==> config.mk <==
export PLATFORM = sky130hd
export DESIGN_NAME = split_band_gate_ctrl
export DESIGN_NICKNAME = d
export VERILOG_FILES = /design/src/rtl/hyst_pkg.sv /design/src/rtl/hyst_phase_decide.sv /design/src/rtl/leg_deadtime.sv /design/src/rtl/split_band_gate_ctrl.sv
export SDC_FILE = /design/constraint.sdc
export NUM_CORES = 1
export LEC_CHECK = 0
export ABC_CLOCK_PERIOD_IN_PS = 8200
export BUFFER_PORTS_ARGS = -buffer_cell sky130_fd_sc_hd__clkbuf_2
export CORE_ASPECT_RATIO = 0.75
export CORE_MARGIN = 5
export CORE_UTILIZATION = 55
export CTS_CLUSTER_SIZE = 28
export DETAILED_ROUTE_END_ITERATION = 10
export GPL_ROUTABILITY_DRIVEN = 1
export GPL_TIMING_DRIVEN = 0
export PLACE_DENSITY = 0.72
export SETUP_SLACK_MARGIN = 0.02
export SKIP_LAST_GASP = 1
export SLEW_MARGIN = 25
export SYNTH_ARGS = -nofsm -noshare
export SYNTH_HDL_FRONTEND = slang
export SYNTH_HIERARCHICAL = 1
export SYNTH_SLANG_ARGS = --single-unit
==> constraint.sdc <==
create_clock -name clk -period 8.2 [get_ports clk]
set_input_delay 1.64 -clock clk [delete_from_list [all_inputs] [get_ports clk]]
set_output_delay 1.64 -clock clk [all_outputs]
set_load 0.01 [all_outputs]
==> src/rtl/hyst_pkg.sv <==
`timescale 1ns/1ps
package hyst_pkg;

    typedef enum logic {
        MODE_CLASSIC = 1'b0,
        MODE_SPLIT   = 1'b1
    } hyst_mode_e;

    typedef struct packed {
        logic hi;
        logic lo;
    } leg_cmd_t;

endpackage

==> src/rtl/hyst_phase_decide.sv <==
`timescale 1ns/1ps
module hyst_phase_decide
    import hyst_pkg::*;
#(
    parameter int CUR_W = 16
) (
    input  logic                    clk,
    input  logic                    rst_n,
    input  logic                    sample_stb,
    input  hyst_mode_e              mode,
    input  logic signed [CUR_W-1:0] ref_i,
    input  logic signed [CUR_W-1:0] meas_i,
    input  logic signed [CUR_W-1:0] band_i,
    output leg_cmd_t                cmd_o,
    output logic                    fault_o
);

    localparam int EXT_W = CUR_W + 1;
    localparam logic signed [CUR_W-1:0] VMAX = {1'b0, {(CUR_W-1){1'b1}}};
    localparam logic signed [CUR_W-1:0] VMIN = {1'b1, {(CUR_W-1){1'b0}}};

    typedef struct packed {
        logic up;
        logic dn;
        logic fault;
    } dec_state_t;

    dec_state_t st_d, st_q;

    logic signed [EXT_W-1:0] sum_lo, sum_hi;
    logic signed [CUR_W-1:0] thr_lo, thr_hi;
    logic up_on, up_off, dn_on, dn_off, band_neg;

    function automatic logic signed [CUR_W-1:0] clamp_ext(input logic signed [EXT_W-1:0] v);
        if (v > $signed({1'b0, VMAX}))
            return VMAX;
        else if (v < $signed({1'b1, VMIN}))
            return VMIN;
        else
            return v[CUR_W-1:0];
    endfunction

    always_comb begin
        sum_lo   = {ref_i[CUR_W-1], ref_i} - {band_i[CUR_W-1], band_i};
        sum_hi   = {ref_i[CUR_W-1], ref_i} + {band_i[CUR_W-1], band_i};
        thr_lo   = clamp_ext(sum_lo);
        thr_hi   = clamp_ext(sum_hi);
        up_on    = (meas_i <= thr_lo);
        up_off   = (meas_i >= ref_i);
        dn_on    = (meas_i >= thr_hi);
        dn_off   = (meas_i <= ref_i);
        band_neg = band_i[CUR_W-1];

        st_d = st_q;
        if (sample_stb) begin
            if (band_neg && up_on && dn_on) begin
                st_d.up    = 1'b0;
                st_d.dn    = 1'b0;
                st_d.fault = 1'b1;
            end else begin
                st_d.fault = 1'b0;
                if (mode == MODE_SPLIT) begin
                    if (up_off)
                        st_d.up = 1'b0;
                    else if (up_on)
                        st_d.up = 1'b1;
                    if (dn_off)
                        st_d.dn = 1'b0;
                    else if (dn_on)
                        st_d.dn = 1'b1;
                end else begin
                    if (up_on) begin
                        st_d.up = 1'b1;
                        st_d.dn = 1'b0;
                    end else if (dn_on) begin
                        st_d.up = 1'b0;
                        st_d.dn = 1'b1;
                    end
                end
            end
        end
    end

    always_ff @(posedge clk) begin
        if (!rst_n)
            st_q <= '{default: 1'b0};
        else
            st_q <= st_d;
    end

    assign cmd_o.hi = st_q.up;
    assign cmd_o.lo = st_q.dn;
    assign fault_o  = st_q.fault;

    // a strobe with measured current at or above the reference always leaves the high side off
    assert_upper_release_R1: assert property (@(posedge clk) disable iff (!rst_n)
        (sample_stb && mode == MODE_SPLIT && meas_i >= ref_i) |=> !st_q.up);

    // a strobe with measured current at or below the reference always leaves the low side off
    assert_lower_release_R2: assert property (@(posedge clk) disable iff (!rst_n)
        (sample_stb && mode == MODE_SPLIT && meas_i <= ref_i) |=> !st_q.dn);

    // decisions only move on a strobe
    assert_hold_between_R5: assert property (@(posedge clk) disable iff (!rst_n)
        !sample_stb |=> $stable(st_q));

    // a flagged fault comes with both decisions off
    assert_fault_quiet_R8: assert property (@(posedge clk) disable iff (!rst_n)
        st_q.fault |-> (!st_q.up && !st_q.dn));

    // the decisions of one leg are exclusive
    assert_cmd_exclusive_R4: assert property (@(posedge clk) disable iff (!rst_n)
        !(st_q.up && st_q.dn));

endmodule

==> src/rtl/leg_deadtime.sv <==
`timescale 1ns/1ps
module leg_deadtime
    import hyst_pkg::*;
#(
    parameter int DEAD_CYC = 165
) (
    input  logic     clk,
    input  logic     rst_n,
    input  leg_cmd_t cmd_i,
    output logic     gate_hi_o,
    output logic     gate_lo_o
);

    localparam int CNT_W = $clog2(DEAD_CYC + 1);
    localparam logic [CNT_W-1:0] CNT_SAT  = CNT_W'(DEAD_CYC);
    localparam logic [CNT_W-1:0] GRANT_AT = CNT_W'(DEAD_CYC - 1);

    typedef struct packed {
        logic             hi;
        logic             lo;
        logic             last_lo;
        logic [CNT_W-1:0] cnt;
    } dt_state_t;

    dt_state_t dt_d, dt_q;
    logic wait_done;

    always_comb begin
        wait_done = (dt_q.cnt >= GRANT_AT);
        dt_d.hi = cmd_i.hi && !cmd_i.lo && !dt_q.lo &&
                  (dt_q.hi || !dt_q.last_lo || wait_done);
        dt_d.lo = cmd_i.lo && !cmd_i.hi && !dt_q.hi &&
                  (dt_q.lo || dt_q.last_lo || wait_done);
        if (dt_q.lo)
            dt_d.last_lo = 1'b1;
        else if (dt_q.hi)
            dt_d.last_lo = 1'b0;
        else
            dt_d.last_lo = dt_q.last_lo;
        if (dt_q.hi || dt_q.lo)
            dt_d.cnt = '0;
        else if (dt_q.cnt == CNT_SAT)
            dt_d.cnt = dt_q.cnt;
        else
            dt_d.cnt = dt_q.cnt + CNT_W'(1);
    end

    always_ff @(posedge clk) begin
        if (!rst_n) begin
            dt_q.hi      <= 1'b0;
            dt_q.lo      <= 1'b0;
            dt_q.last_lo <= 1'b0;
            dt_q.cnt     <= CNT_SAT;
        end else begin
            dt_q <= dt_d;
        end
    end

    assign gate_hi_o = dt_q.hi;
    assign gate_lo_o = dt_q.lo;

    // shoot-through never occurs on a leg
    assert_no_shoot_R4: assert property (@(posedge clk) disable iff (!rst_n)
        !(gate_hi_o && gate_lo_o));

    // a high-side turn-on is never adjacent to a low-side on cycle
    assert_gap_hi_R7: assert property (@(posedge clk) disable iff (!rst_n)
        $rose(gate_hi_o) |-> !$past(gate_lo_o));

    // a low-side turn-on is never adjacent to a high-side on cycle
    assert_gap_lo_R7: assert property (@(posedge clk) disable iff (!rst_n)
        $rose(gate_lo_o) |-> !$past(gate_hi_o));

    // a dropped decision turns the gate off on the next edge
    assert_prompt_off_R7: assert property (@(posedge clk) disable iff (!rst_n)
        (!cmd_i.hi && !cmd_i.lo) |=> (!gate_hi_o && !gate_lo_o));

endmodule

==> src/rtl/split_band_gate_ctrl.sv <==
`timescale 1ns/1ps
module split_band_gate_ctrl
    import hyst_pkg::*;
#(
    parameter int N_PH     = 3,
    parameter int CUR_W    = 16,
    parameter int DEAD_CYC = 165
) (
    input  logic                        clk,
    input  logic                        rst_n,
    input  logic                        sample_stb,
    input  logic                        mode_split,
    input  logic signed [CUR_W-1:0]     band_i,
    input  logic [N_PH-1:0][CUR_W-1:0]  ref_i,
    input  logic [N_PH-1:0][CUR_W-1:0]  meas_i,
    output logic [N_PH-1:0]             gate_hi_o,
    output logic [N_PH-1:0]             gate_lo_o,
    output logic [N_PH-1:0]             fault_o
);

    hyst_mode_e mode_sel;
    assign mode_sel = hyst_mode_e'(mode_split);

    for (genvar ph = 0; ph < N_PH; ph++) begin : g_phase
        leg_cmd_t cmd;

        hyst_phase_decide #(
            .CUR_W (CUR_W)
        ) decide_i (
            .clk        (clk),
            .rst_n      (rst_n),
            .sample_stb (sample_stb),
            .mode       (mode_sel),
            .ref_i      ($signed(ref_i[ph])),
            .meas_i     ($signed(meas_i[ph])),
            .band_i     (band_i),
            .cmd_o      (cmd),
            .fault_o    (fault_o[ph])
        );

        leg_deadtime #(
            .DEAD_CYC (DEAD_CYC)
        ) dead_i (
            .clk       (clk),
            .rst_n     (rst_n),
            .cmd_i     (cmd),
            .gate_hi_o (gate_hi_o[ph]),
            .gate_lo_o (gate_lo_o[ph])
        );
    end

    // outputs are quiet in the cycle after reset
    assert_reset_quiet_R9: assert property (@(posedge clk)
        !rst_n |=> (gate_hi_o == '0 && gate_lo_o == '0 && fault_o == '0));

endmodule

### Yosys cells after proc, flatten, opt, wreduce, memory -nomap -nowiden

Cells that the tools add are included.
Widths: inputs -> output; s select.

| storage, ports and cells | value |
|---|---|
| input bits | 116 |
| output and inout port bits | 9 |
| word-level logic and storage cells | 190 |
| register bits after elaboration | 42 |

| cells by class | value |
|---|---|
| eq/ne operators | 12 |
| $lt $le $gt $ge | 27 |
| add/sub/neg operators | 9 |
| reductions and logical operators | 69 |
| multiplexer cells | 48 |
| bitwise operators | 1 |

Operator list:

| kind | count |
|---|---|
| $mux 16 | 12 |
| $gt 17x16->1 const B | 6 |
| $lt 17x16->1 const B | 6 |
| $ge 16x16->1 | 6 |
| $le 16x16->1 | 6 |
| $add 16x16->17 | 3 |
| $sub 16x16->17 | 3 |
| $mux 8 | 6 |
| $add 8x1->8 const B | 3 |
| $eq 8x8->1 const B | 3 |
| $ge 8x8->1 const B | 3 |
| $logic_and 1x1->1 | 24 |
| $ne 4x1->1 const B | 6 |
| $mux 1 | 18 |
| $mux 2 | 9 |
| $reduce_and 3->1 | 6 |
| $logic_not 1->1 | 15 |
| $logic_or 1x1->1 | 15 |
| $reduce_bool 4->1 | 3 |
| $mux 3 | 3 |
| $ne 2x1->1 const B | 3 |
| $reduce_bool 2->1 | 3 |
| $reduce_or 2->1 | 3 |
| $not 1->1 | 1 |

### Depth between registers and ports, before layout

| depth | value |
|---|---|
| word-level depth | 9 |
| gate-level depth with buffers | 21 |
| mapped depth without buffers | 20 |

### Modules after synthesis

The synthesis kept the hierarchy.

Modules (own cells, without submodules):

| module | area an instance (µm²) | cells an instance | times used | seq. area each (µm²) |
|---|---|---|---|---|
| hyst_phase_decide at g_phase[0].decide_i ... | 3289.4 | 448 | 2 | 60.1 |
| hyst_phase_decide at g_phase[1].decide_i | 3027.9 | 408 | 1 | 60.1 |
| leg_deadtime | 546.8 | 59 | 3 | 220.2 |

### Worst setup path before layout

Ideal clock, no wire load.

| timing | value |
|---|---|
| kind | input to register |
| start point | input ref_i[0] (netlist name) |
| end point | register g_phase[0].decide_i.st_q (netlist bit g_phase[0].decide_i/cmd_o[0]) |
| stages | 19 |
| arrival time | 5.850 ns |
| path buffers | 1 |
| path slack | 2.292 ns |
| library setup time | 0.058 ns |
| data required time | 8.142 ns |
| path through | inv_1 ha_1 fa_1 nand3b_1 a211oi_1 o211a_1 o21ai_0 a21o_1 nor2_1 buf_2 o21ai_0 ha_1 nand4_2 or3_4 a211o_1 and4b_4 or4_4 a2111oi_2 a211o_1 |

| between the ends | value |
|---|---|
| cells in the longest elaborated chain, start to end | 9 |
| elaborated cells on any way between the ends | 22 |
| those cells by class | add/sub: 2; order compare: 7; eq/ne: 1; mux: 8; reduce/logical: 4 |

RTL lines:

| what | RTL line | source |
|---|---|---|
| start: declaration | split_band_gate_ctrl.sv:14 | `input logic [N_PH-1:0][CUR_W-1:0] ref_i,` |
| $sub 16x16->17 | hyst_phase_decide.sv:44 | `sum_lo = {ref_i[CUR_W-1], ref_i} - {band_i[CUR_W-1], band_i};` |
| $lt 17x16->1 | hyst_phase_decide.sv:37 | `else if (v < $signed({1'b1, VMIN}))` |
| $mux 16 | hyst_phase_decide.sv:37 |  |
| $mux 16 | hyst_phase_decide.sv:35 | `if (v > $signed({1'b0, VMAX}))` |
| $le 16x16->1 | hyst_phase_decide.sv:48 | `up_on = (meas_i <= thr_lo);` |
| $logic_and 1x1->1 (2 in series) | hyst_phase_decide.sv:56 | `if (band_neg && up_on && dn_on) begin` |
| $ne 4x1->1 (no line) or $reduce_bool 4->1 (tied branches) | n/a |  |
| $reduce_and 3->1 (no line) | n/a |  |
| end signal: assignment | hyst_phase_decide.sv:88 | `st_q <= st_d;` |
| end: declaration | hyst_phase_decide.sv:28 | `dec_state_t st_d, st_q;` |

Parallel ways exist; a longest one is shown, timed or not.
A chain may end at the register's enable or synchronous reset.

### Final worst setup path

| timing | value |
|---|---|
| start point | input band_i[1] |
| end point | register g_phase[2].decide_i.st_q (netlist bit g_phase[2].decide_i/cmd_o[0]) |

| between the ends | value |
|---|---|
| cells in the longest elaborated chain, start to end | 9 |
| elaborated cells on any way between the ends | 20 |
| those cells by class | add/sub: 2; order compare: 6; eq/ne: 1; mux: 7; reduce/logical: 4 |

RTL lines:

| what | RTL line | source |
|---|---|---|
| start: declaration | split_band_gate_ctrl.sv:13 | `input logic signed [CUR_W-1:0] band_i,` |
| $sub 16x16->17 | hyst_phase_decide.sv:44 |  |
| $lt 17x16->1 | hyst_phase_decide.sv:37 |  |
| $mux 16 | hyst_phase_decide.sv:37 |  |
| $mux 16 | hyst_phase_decide.sv:35 |  |
| $le 16x16->1 | hyst_phase_decide.sv:48 |  |
| $logic_and 1x1->1 (2 in series) | hyst_phase_decide.sv:56 |  |
| $ne 4x1->1 (no line) or $reduce_bool 4->1 (tied branches) | n/a |  |
| $reduce_and 3->1 (no line) | n/a |  |
| end signal: assignment | hyst_phase_decide.sv:88 |  |
| end: declaration | hyst_phase_decide.sv:28 |  |

Parallel ways exist; a longest one is shown, timed or not.

==> impl_metrics.toml <==
[outcome]
outcome = "finished clean"

[cts]
cts.sinks = 42
ctsHoldBuffers = 0
clk_pin_slew_ns = 0.06
cts_made_buffers = 5
htree_levels = 2
cts_setup_buffers = 0
clock_path_buffers = 2
ctsResizeCount = 0
root_buffer = "clkbuf_16"
clkLatencyLatePin_ns = 0.28
cts_tree = "done"

[pwr]
vdd_drop_max_mv = 0.0808
powerDensity_nw_per_um2 = 128
power_leakage_nw = 5.93

[min_path]
holdPathStages = 2
hold_start = "g_phase[0].decide_i/fault_o$_SDFFE_PN0P_"
hold_path.class = "flop to flop"
worst_hold_path.endpoint = "g_phase[0].decide_i/fault_o$_SDFFE_PN0P_"

[timing]
report.final.hold_viol_count = 0
clock.fmax_ghz = 0.143
tns_ns = 0
worst_slew_pin_slew_ns = 0.898
grt_setup_unrepaired = "no"
relSlewSlack_pct = 39.7
period_share_pct = 85.1
timing.final.crit_period_ns = 6.98
hold_ws_ns = 0.470
clock_skew_ns = 0.00443
layout_setup_ws_ns = 1.22
setup_viol = 0
slew_viol_final = 0

[final_layout]
drive_above_1_share_pct = 12.7
fillCellCount = 1899
diodes = 0
fin_nets = 1983
syn2layout_area_growth_pct = 9.87

[global_route]
first_global_vias = 10200
grt_pass1_wl_um = 50900
antenna_found_initial = 0
grt_max_degree = 45
grt.overflow.total = 0
track_usage_pct = 25.9

[place]
gp_congestion = 0.939
pre_cts_slack_ns = 1.02
port_buffers = 124
dp_hpwl_um = 27000

[detailed_routing]
dr.pass1.iters = 5
wl_met1_um = 16400
drtIter0Drc = 907
finalWirelength_um = 31800
drcViolationCount = 0
vias = 11300
vias_per_cell = 6.03
topRoutingLayerUsed = "met4"
dr_wl_met2_um = 13000
final_antenna_net_count = 0
post_drt_wl_per_cell_um = 17.0
wl_met3_um = 1820

[synth]
syn_area_um2 = 11200
yosysWarnings = 6
syn_area_per_cell_um2 = 7.59
ys_ff_latch = 42
synth-edff-count = 0
synthArstFlopShare_pct = 0
synth-main-ff-cell = "dfxtp_1"
syn_inst = 1481
yosysSeqAreaShare_pct = 7.48
synth.distinct_cells = 89
synth_nets = 1852

[critical_path]
ff2ff_path_depth = 3
startpoint = "band_i[1]"
crit_path_end_kind = "flop"
critPathRequiredTime_ns = 8.43
critPathLaunchType = "input pin"
r2r_slack_ns = 6.70
reg2reg_to = "g_phase[2].dead_i/dt_q[5]$_SDFFE_PN1P_"
reg2reg_from = "g_phase[2].dead_i/gate_lo_o$_SDFF_PN0_"
cp_max_fo = 10
worst-setup-path-type = "input pin to flop"
arrival_ns = 7.21

[floorplan]
rows = 45
pin_count = 125
die_h_um = 134
dieArea_um2 = 23400
start_util_pct = 55.8
core_area_um2 = 20200
die_w_um = 175

[job]
cap_violations = 0
==> critical path, stage by stage <==
cell and delay [ns]:
clkbuf_2 0.35, inv_1 0.15, ha_1 0.33, nor2b_1 0.15, o31a_1 0.28, o221ai_1 0.45, o21ai_0 0.36, a211oi_2 0.64
nand2_1 0.38, o21ai_0 0.17, ha_1 0.18, nand4_2 0.15, or3_4 0.40, a211o_1 0.31, and4b_4 0.22, or4_4 0.49
a2111oi_2 0.39, a211o_1 0.14
==> cell usage after synthesis (all sizes together), types with 27 or more instances <==
cell / instances / area [um^2]
a21oi: 133 / 669
dfxtp: 42 / 841
ha: 249 / 3120
inv: 166 / 623
maj3: 39 / 392
nand2: 59 / 221
nand2b: 30 / 193
nand3: 40 / 200
nand4: 28 / 188
nor2: 103 / 387
nor2b: 28 / 175
o21ai: 90 / 450
xnor2: 49 / 429
xor2: 27 / 244
==> layer usage <==
layer | track usage [%] | vias to the layer above
met5 | 0 | -
met4 | 4.14 | 0
met3 | 1.49 | 16
met2 | 39.6 | 367
met1 | 40.4 | 5239
li1 | - | 5669
==> power by group <==
part / internal [mW] / switching (mW) / total, mW / leakage, nW
sequential: 0.224 / 0.0241 / 0.248 / 0.345
combinational: 0.474 / 0.646 / 1.12 / 5.51
clock: 0.144 / 0.0766 / 0.220 / 0.0771
==> kinds of logic (layout without fill, tap and decap cells) <==
| kind of cell | after synthesis | after routing | share of synthesized area (%) |
|---|---|---|---|
| AO/OA/AOI/OAI | 442 | 442 | 26.0 |
| AND/OR/NAND/NOR | 409 | 409 | 20.2 |
| adder cells (fa/ha/maj) | 294 | 294 | 32.3 |
| buffers and inverters | 213 | 345 | 7.60 |
| XOR/XNOR | 76 | 76 | 5.99 |
| flip-flops | 42 | 42 | 7.48 |
| multiplexers | 5 | 5 | 0.467 |
==> state kept, by name, summed over array words and instances, names as in the netlist <==
register and count:
g_phase.dead_i/dt_q 27, g_phase.dead_i/gate_hi_o 3, g_phase.dead_i/gate_lo_o 3, g_phase.decide_i/cmd_o 6
g_phase.decide_i/fault_o 3
==> layout make-up <==
cell class / count / area [um^2] / share of cell area, %
Clock buffer: 6 / 129 / 1.04
Tap cell: 258 / 323 / 2.61
Clock inverter: 2 / 37.5 / 0.304
Multi-Input combinational cell: 1226 / 9550 / 77.3
Sequential cell: 42 / 841 / 6.80
Inverter: 166 / 623 / 5.04
Buffer: 47 / 231 / 1.87
Timing Repair Buffer: 124 / 621 / 5.02
==> cells in the final DEF (no fill, tap or decap), drive strengths merged, types with 6 or more instances in the layout <==
cell	synthesis	final
ha	249	249
inv	166	166
clkbuf	21	151
a21oi	133	133
nor2	103	103
o21ai	90	90
nand2	59	59
xnor2	49	49
dfxtp	42	42
nand3	40	40
maj3	39	39
nand2b	30	30
nor2b	28	28
nand4	28	28
xor2	27	27
o211ai	26	26
buf	26	26
a21o	25	25
nor3	23	23
a211oi	22	22
or4	21	21
o21a	18	18
o31ai	17	17
a31oi	15	15
o31a	14	14
o21bai	13	13
nand3b	11	11
or3	11	11
or2	10	10
and3	9	9
nor4	6	6
a211o	6	6
fa	6	6
o311ai	6	6
or4bb	6	6
a221oi	6	6
==> worst max-delay path by stage <==
stage | endpoint | cells after the start
4_1_cts | g_phase[2].decide_i/cmd_o[0]$_SDFFE_PN0P_ | 18
5_1_grt | g_phase[0].decide_i/cmd_o[0]$_SDFFE_PN0P_ | 18
3_3_place_gp | g_phase[2].decide_i/cmd_o[0]$_SDFFE_PN0P_ | 18
6_report | g_phase[2].decide_i/cmd_o[0]$_SDFFE_PN0P_ | 18
3_5_place_dp | g_phase[2].decide_i/cmd_o[0]$_SDFFE_PN0P_ | 18
2_1_floorplan | g_phase[0].decide_i/cmd_o[0]$_SDFFE_PN0P_ | 19
==> stage by stage <==
stage / power [mW] / instances / utilization [%] / cell area [um^2]
after floorplan: 1.07 / 1481 / - / 11200
after global placement: 1.32 / 1863 / 60.5 / 12200
after detailed placement: 1.35 / 1863 / 60.5 / 12200
after CTS: 1.58 / 1871 / 61.3 / 12400
after global routing: 1.75 / 1871 / 61.3 / 12400
final: 1.59 / 1871 / 61.3 / 12400
Power figures use the tool's default switching activity.
